**config.mk**
```make
export PLATFORM = sky130hd
export DESIGN_NAME = ecc_sram_ctl
export DESIGN_NICKNAME = d
export VERILOG_FILES = /design/src/rtl/ecc_ctl_pkg.sv /design/src/rtl/ecc_encoder.sv /design/src/rtl/ecc_checker.sv /design/src/rtl/ecc_region_gate.sv /design/src/rtl/ecc_sram_ctl.sv
export SDC_FILE = /design/constraint.sdc
export NUM_CORES = 1
export LEC_CHECK = 0
export ABC_AREA = 1
export BUFFER_PORTS_ARGS = -buffer_cell sky130_fd_sc_hd__buf_2
export CAP_MARGIN = 20
export CELL_PAD_IN_SITES_DETAIL_PLACEMENT = 0
export CELL_PAD_IN_SITES_GLOBAL_PLACEMENT = 1
export CORE_ASPECT_RATIO = 0.8
export CORE_UTILIZATION = 37
export CTS_CLUSTER_SIZE = 8
export DETAILED_ROUTE_END_ITERATION = 10
export PLACE_DENSITY_LB_ADDON = 0.1
export SETUP_SLACK_MARGIN = 0.3
export SLEW_MARGIN = 15
export SYNTH_ARGS = -nofsm -noshare
export SYNTH_HDL_FRONTEND = slang
export SYNTH_SLANG_ARGS = --single-unit
```
**constraint.sdc**
```tcl
create_clock -name clk_i -period 6.7 [get_ports clk_i]
set_input_delay 0.67 -clock clk_i [delete_from_list [all_inputs] [get_ports clk_i]]
set_output_delay 0.67 -clock clk_i [all_outputs]
set_load 0.1 [all_outputs]
```
**src/rtl/ecc_ctl_pkg.sv**
```systemverilog
package ecc_ctl_pkg;
  localparam int DATA_W  = 128;
  localparam int ADDR_W  = 22;
  localparam int LSB_W   = 4;
  localparam int IDX_W   = ADDR_W - LSB_W;
  localparam int INFO_W  = DATA_W + IDX_W;
  localparam int HAM_W   = 8;
  localparam int CHK_W   = HAM_W + 1;
  localparam int WORD_W  = DATA_W + CHK_W;
  localparam int BE_W    = DATA_W / 8;
  localparam int MAX_POS = INFO_W + HAM_W;

  localparam logic [2:0] MODE_FULL   = 3'd2;
  localparam logic [2:0] MODE_REGION = 3'd3;

  typedef enum logic [2:0] {
    ERR_NONE, ERR_DATA, ERR_ADDR, ERR_CHK, ERR_DED
  } err_cls_e;

  typedef enum logic [2:0] {
    ST_IDLE, ST_READ, ST_CHECK, ST_WRITE, ST_WBACK, ST_RESP
  } ctl_st_e;

  // info bits covered by Hamming check bit j
  function automatic logic [INFO_W-1:0] col_mask(input int j);
    logic [INFO_W-1:0] m;
    int k;
    m = '0;
    k = 0;
    for (int p = 3; p <= MAX_POS; p++) begin
      if ((p & (p - 1)) != 0) begin
        if (((p >> j) & 1) != 0) m[k] = 1'b1;
        k++;
      end
    end
    return m;
  endfunction
endpackage

```
**src/rtl/ecc_encoder.sv**
```systemverilog
module ecc_encoder import ecc_ctl_pkg::*; (
  input  logic [DATA_W-1:0] data_i,
  input  logic [IDX_W-1:0]  idx_i,
  output logic [CHK_W-1:0]  chk_o
);
  logic [INFO_W-1:0] info;
  logic [HAM_W-1:0]  ham;

  assign info = {idx_i, data_i};

  for (genvar j = 0; j < HAM_W; j++) begin : g_col
    localparam logic [INFO_W-1:0] MASK = col_mask(j);
    assign ham[j] = ^(info & MASK);
  end

  assign chk_o = {(^info) ^ (^ham), ham};
endmodule

```
**src/rtl/ecc_checker.sv**
```systemverilog
module ecc_checker import ecc_ctl_pkg::*; (
  input  logic [DATA_W-1:0] data_i,
  input  logic [IDX_W-1:0]  idx_i,
  input  logic [CHK_W-1:0]  chk_i,
  output err_cls_e          cls_o,
  output logic [DATA_W-1:0] corr_o
);
  logic [CHK_W-1:0] recomp;
  logic [HAM_W-1:0] syn;
  logic             par;
  logic [2:0]       hi;
  logic [HAM_W-1:0] bit_idx;
  logic             pow2;

  ecc_encoder u_enc (.data_i(data_i), .idx_i(idx_i), .chk_o(recomp));

  assign syn  = recomp[HAM_W-1:0] ^ chk_i[HAM_W-1:0];
  assign par  = ^{data_i, idx_i, chk_i};
  assign pow2 = (syn & (syn - 8'd1)) == '0;

  always_comb begin
    hi = '0;
    for (int b = 0; b < HAM_W; b++) if (syn[b]) hi = 3'(b);
  end

  // position -> info index: skip the powers of two below it
  assign bit_idx = syn - 8'd2 - {5'd0, hi};

  always_comb begin
    cls_o  = ERR_NONE;
    corr_o = data_i;
    if (!par) begin
      if (syn != '0) cls_o = ERR_DED;
    end else if (pow2) begin
      cls_o = ERR_CHK;
    end else if (int'(syn) > MAX_POS) begin
      cls_o = ERR_DED;
    end else if (int'(bit_idx) < DATA_W) begin
      cls_o = ERR_DATA;
      corr_o[bit_idx[6:0]] = ~data_i[bit_idx[6:0]];
    end else begin
      cls_o = ERR_ADDR;
    end
  end
endmodule

```
**src/rtl/ecc_region_gate.sv**
```systemverilog
module ecc_region_gate import ecc_ctl_pkg::*; #(
  parameter int REGION_W   = 20,
  parameter int REGION_LSB = 17
) (
  input  logic [2:0]          mode_i,
  input  logic [REGION_W-1:0] region_en_i,
  input  logic [ADDR_W-1:0]   addr_i,
  output logic                prot_o
);
  localparam int SEL_W = ADDR_W - REGION_LSB;
  localparam int EXT_W = 2 ** SEL_W;

  logic [SEL_W-1:0] sel;
  logic [EXT_W-1:0] en_ext;

  assign sel    = addr_i[ADDR_W-1:REGION_LSB];
  assign en_ext = EXT_W'(region_en_i);
  assign prot_o = (mode_i == MODE_FULL) || ((mode_i == MODE_REGION) && en_ext[sel]);
endmodule

```
**src/rtl/ecc_sram_ctl.sv**
```systemverilog
module ecc_sram_ctl import ecc_ctl_pkg::*; #(
  parameter int REGION_W   = 20,
  parameter int REGION_LSB = 17
) (
  input  logic                clk_i,
  input  logic                rst_ni,
  input  logic                req_valid_i,
  output logic                req_ready_o,
  input  logic                req_we_i,
  input  logic [ADDR_W-1:0]   req_addr_i,
  input  logic [DATA_W-1:0]   req_wdata_i,
  input  logic [BE_W-1:0]     req_be_i,
  output logic                rsp_valid_o,
  output logic [DATA_W-1:0]   rsp_rdata_o,
  output logic                rsp_err_o,
  input  logic [2:0]          mode_i,
  input  logic [REGION_W-1:0] region_en_i,
  input  logic                auto_corr_i,
  input  logic                err_resp_en_i,
  output logic                sram_req_o,
  output logic                sram_we_o,
  output logic [1:0]          sram_wsel_o,
  output logic [IDX_W-1:0]    sram_addr_o,
  output logic [WORD_W-1:0]   sram_wdata_o,
  input  logic [WORD_W-1:0]   sram_rdata_i,
  output logic                err_data_o,
  output logic                err_addr_o,
  output logic                err_chk_o,
  output logic                err_ded_o,
  output logic [IDX_W-1:0]    err_idx_o
);
  ctl_st_e           st_q;
  logic              we_q, prot_q;
  logic [IDX_W-1:0]  idx_q;
  logic [BE_W-1:0]   be_q;
  logic [DATA_W-1:0] data_q;
  err_cls_e          cls_q;

  logic              prot_in, full_wr;
  err_cls_e          raw_cls, chk_cls;
  logic [DATA_W-1:0] corr_data, chk_data, merged;
  logic [CHK_W-1:0]  enc_chk;
  logic              need_wb;

  ecc_region_gate #(.REGION_W(REGION_W), .REGION_LSB(REGION_LSB)) u_gate (
    .mode_i(mode_i), .region_en_i(region_en_i), .addr_i(req_addr_i), .prot_o(prot_in)
  );

  ecc_checker u_chk (
    .data_i(sram_rdata_i[DATA_W-1:0]), .idx_i(idx_q),
    .chk_i(sram_rdata_i[WORD_W-1:DATA_W]), .cls_o(raw_cls), .corr_o(corr_data)
  );

  ecc_encoder u_enc (.data_i(data_q), .idx_i(idx_q), .chk_o(enc_chk));

  assign full_wr  = (&req_be_i) && (req_addr_i[LSB_W-1:0] == '0);
  assign chk_cls  = prot_q ? raw_cls : ERR_NONE;
  assign chk_data = prot_q ? corr_data : sram_rdata_i[DATA_W-1:0];
  assign need_wb  = (chk_cls == ERR_ADDR) || (chk_cls == ERR_CHK) ||
                    ((chk_cls == ERR_DATA) && auto_corr_i);

  for (genvar b = 0; b < BE_W; b++) begin : g_merge
    assign merged[8*b +: 8] = be_q[b] ? data_q[8*b +: 8] : chk_data[8*b +: 8];
  end

  always_ff @(posedge clk_i or negedge rst_ni) begin
    if (!rst_ni) begin
      st_q   <= ST_IDLE;
      we_q   <= 1'b0;
      prot_q <= 1'b0;
      idx_q  <= '0;
      be_q   <= '0;
      data_q <= '0;
      cls_q  <= ERR_NONE;
    end else begin
      case (st_q)
        ST_IDLE: if (req_valid_i) begin
          we_q   <= req_we_i;
          prot_q <= prot_in;
          idx_q  <= req_addr_i[ADDR_W-1:LSB_W];
          be_q   <= req_be_i;
          data_q <= req_wdata_i;
          cls_q  <= ERR_NONE;
          st_q   <= (req_we_i && full_wr) ? ST_WRITE : ST_READ;
        end
        ST_READ:  st_q <= ST_CHECK;
        ST_CHECK: begin
          if (we_q) begin
            data_q <= merged;
            st_q   <= ST_WRITE;
          end else begin
            data_q <= chk_data;
            cls_q  <= chk_cls;
            st_q   <= need_wb ? ST_WBACK : ST_RESP;
          end
        end
        ST_WRITE, ST_WBACK: st_q <= ST_RESP;
        default: st_q <= ST_IDLE;
      endcase
    end
  end

  assign req_ready_o  = (st_q == ST_IDLE);
  assign sram_req_o   = (st_q == ST_READ) || (st_q == ST_WRITE) || (st_q == ST_WBACK);
  assign sram_we_o    = (st_q == ST_WRITE) || (st_q == ST_WBACK);
  assign sram_addr_o  = idx_q;
  assign sram_wsel_o  = ((st_q == ST_WBACK) && (cls_q != ERR_DATA)) ? 2'b10 : 2'b11;
  assign sram_wdata_o = {(prot_q ? enc_chk : {CHK_W{1'b0}}), data_q};

  assign rsp_valid_o  = (st_q == ST_RESP);
  assign rsp_rdata_o  = we_q ? '0 : data_q;
  assign rsp_err_o    = rsp_valid_o && !we_q && (cls_q == ERR_DED) && err_resp_en_i;

  assign err_data_o   = (st_q == ST_CHECK) && (chk_cls == ERR_DATA);
  assign err_addr_o   = (st_q == ST_CHECK) && (chk_cls == ERR_ADDR);
  assign err_chk_o    = (st_q == ST_CHECK) && (chk_cls == ERR_CHK);
  assign err_ded_o    = (st_q == ST_CHECK) && (chk_cls == ERR_DED);
  assign err_idx_o    = idx_q;

  AST_RSP_ONE_CYCLE: assert property (@(posedge clk_i) disable iff (!rst_ni)
    rsp_valid_o |=> !rsp_valid_o && req_ready_o);
  AST_RMW_SEQ: assert property (@(posedge clk_i) disable iff (!rst_ni)
    (sram_req_o && !sram_we_o && we_q) |=> ##1 (sram_req_o && sram_we_o && sram_wsel_o == 2'b11));
  AST_DED_NO_UPDATE: assert property (@(posedge clk_i) disable iff (!rst_ni)
    (err_ded_o && !we_q) |=> !(sram_req_o && sram_we_o));
  AST_CHK_ONLY_CAUSE: assert property (@(posedge clk_i) disable iff (!rst_ni)
    (sram_we_o && sram_wsel_o == 2'b10) |-> $past(err_addr_o || err_chk_o));
  AST_UNPROT_ZERO: assert property (@(posedge clk_i) disable iff (!rst_ni)
    (sram_we_o && !prot_q) |-> sram_wdata_o[WORD_W-1:DATA_W] == '0);
  AST_ONE_CLASS: assert property (@(posedge clk_i) disable iff (!rst_ni)
    $onehot0({err_data_o, err_addr_o, err_chk_o, err_ded_o}));
  AST_DATA_WB: assert property (@(posedge clk_i) disable iff (!rst_ni)
    (err_data_o && !we_q && auto_corr_i) |=> (sram_we_o && sram_wsel_o == 2'b11));
endmodule

```
==> out/qor.yml <==
clk_pin_slew_ps: 80
worstMarginPinSlew_ps: 1090
grt_pass1_vias: 26276
end_kind: "flop"
area_growth_syn_to_layout_pct: 24.9
cts.htree.levels: 4
r2r-end: "data_q[74]$_DFFE_PN0P_"
grt-ovfl-total: 0
max_slew_margin: 0.276
cts_tree: "built"
dp_hpwl_um: 109000
yosysSeqAreaShare: 0.176
firstDrtPassIters: 6
grt_pass1_wl_um: 185000
cp_num_buf_inv: 10
yosysMostFrequentCell: "nand2_1"
stdcell_count: 5715
timing.critical_path.mode_cell: "nand2_1"
placeableCoreArea_um2: 64300
viasPerCell: 5.39
finClkSkew_ps: 11.7
io_pins: 644
fin_util: 0.469
grt_use_total: 0.380
syn_nets: 4506
post-route-min-period_ps: 6070
cp.arrival_ps: 6410
report.final.slew_viol_count: 0
grt_setup_unrepaired: "false"
fmax_mhz: 165
critical_path.max_fanout: 8
hold_viol_final: 0
critPathSlowestCell: "fa_1"
gp_congestion: 0.997
synth_top_area_frac: 0.217
cp-start-kind: "flop"
fp.dieH_um: 230
synthCells: 4168
antenna_found_initial: 15
setup-tns-final_ps: 0
nFillCells: 7150
vias: 30807
grt_max_degree: 95
syn-cell-area_um2: 24100
min_path_type: "input port to async pin"
ys_async_sr_fraction: 1.00
dp.cells: 5660
fin_crit_sh: 0.906
drive_gt1_frac: 0.224
ant_nets: 0
rows: 83
synth_area_leaders: "nand2_1 22%, dfrtp_1 18%, xnor2_1 9.6%, xor2_1 7.2%, inv_1 6.9%"
clkLatencyLatePin_ps: 470
port_buffers: 642
hold_buffers: 0
r2r_cells: 41
first_iter_violations: 3875
synth-main-ff-cell: "dfrtp_1"
synth-edff-count: 0
numCtsBuffers: 17
wl_um: 132000
run_status: "completed"
dieArea_um2: 66200
cpPeakStageDelay_ps: 590
drcViolationCount: 0
timing.rr.start: "err_idx_o[2]$_DFFE_PN0P_"
avgSynthCellArea_um2: 5.79
clock_sink_count: 170
synth_top_area_cell: "nand2_1"
clockBufferDepth: 2
cpLargestDelayFamily: "simple AND/OR/NAND/NOR gates"
synth_cell_types: 51
setup_violations: 0
root_buffer: "clkbuf_16"
wl_per_cell_um: 23.0
rrSetupSlack_ps: 630
die-width_um: 288
yosysWarnings: 0
crit_type: "flop to flop"
start_util: 0.375
final_nets: 5179
synth_top_cells_by_count: "1,392 x nand2_1, 444 x inv_1, 349 x nor2_1"
cap_violations: 0
cp.required_ps: 7040
ys_seq_elements: 170
[layout make-up]
type                            instances  area, um^2  area share
Multi-Input combinational cell       3288       17000       0.565
Sequential cell                       170        4270       0.142
Clock inverter                         13        96.3     0.00320
Inverter                              491        1870      0.0620
Antenna cell                           12        30.0    0.000996
Clock buffer                           18         439      0.0146
Timing Repair Buffer                  873        5350       0.177
Tap cell                              850        1060      0.0353
[kinds of logic after synthesis]
kind of cell,Yosys count,synth area share
buffers and inverters,710,0.125
adder cells (fa/ha/maj),6,0.00342
other,1,0.000155
flip-flops,170,0.176
AO/OA/AOI/OAI,442,0.0999
AND/OR/NAND/NOR,2373,0.424
XOR/XNOR,466,0.170
[sequential cells by signal (all words and copies together) (netlist names)]
| signal | cells |
|---|---|
| data_q | 128 |
| prot_q | 1 |
| st_q | 3 |
| we_q | 1 |
| be_q | 16 |
| cls_q | 3 |
| err_idx_o | 18 |
[stage by stage]
| step | worst slack (ps) | hold slack [ps] | cell area, um^2 |
|---|---|---|---|
| after global placement | 154 | 466 | 29300 |
| final | 630 | 232 | 30100 |
| after global routing | 319 | 295 | 30100 |
| after floorplan | 336 | 374 | 24100 |
| after CTS | 374 | 263 | 29800 |
| after detailed placement | 147 | 468 | 29300 |
[metal layers]
| metal | up-vias | track usage | part of all wire |
|---|---|---|---|
| met5 | - | 0 | 0.00021 |
| met3 | 151 | 0.0761 | 0.11 |
| li1 | 14609 | - | - |
| met1 | 14351 | 0.570 | 0.45 |
| met4 | 4 | 0.0864 | 0.022 |
| met2 | 1692 | 0.549 | 0.42 |
[cell usage in the layout, fill, tap and decap left out, types with 8 or more instances in the layout]
cell and instances:
inv_1 431, nand4_1 225, o41ai_1 9, dfrtp_2 9
buf_4 201, o21ai_0 73, nand2_2 41, xor2_1 196
dfrtp_1 160, nand2_1 1376, buf_2 638, xnor2_1 264
o22ai_1 47, a21oi_1 276, nand2_4 8, nor2_1 343
buf_12 28, clkbuf_16 19, nand3_1 311, o211ai_1 15
nor2_2 14, inv_2 50, nand3_2 18, diode_2 12
nor2_4 9
[worst max-delay path by stage]
stage          slack (ps)  depth (start not counted)                      start                       to
2_1_floorplan         340                         32  err_idx_o[12]$_DFFE_PN0P_               err_data_o
3_3_place_gp          150                         42           sram_rdata_i[71]  data_q[115]$_DFFE_PN0P_
3_5_place_dp          150                         43           sram_rdata_i[95]  data_q[116]$_DFFE_PN0P_
4_1_cts               370                         39   err_idx_o[6]$_DFFE_PN0P_  data_q[116]$_DFFE_PN0P_
5_1_grt               320                         43           sram_rdata_i[95]  data_q[119]$_DFFE_PN0P_
6_report              630                         41   err_idx_o[2]$_DFFE_PN0P_   data_q[74]$_DFFE_PN0P_
[what timing repair did]
item                                    4_1_cts  5_1_grt
endpoints found under the setup margin        0      130
buffers inserted                              0        9
gates resized for setup                       0       56
Power is left out: the tool's default activity adds up to more than one toggle a clock period on the data nets, which glitch-free logic cannot reach.
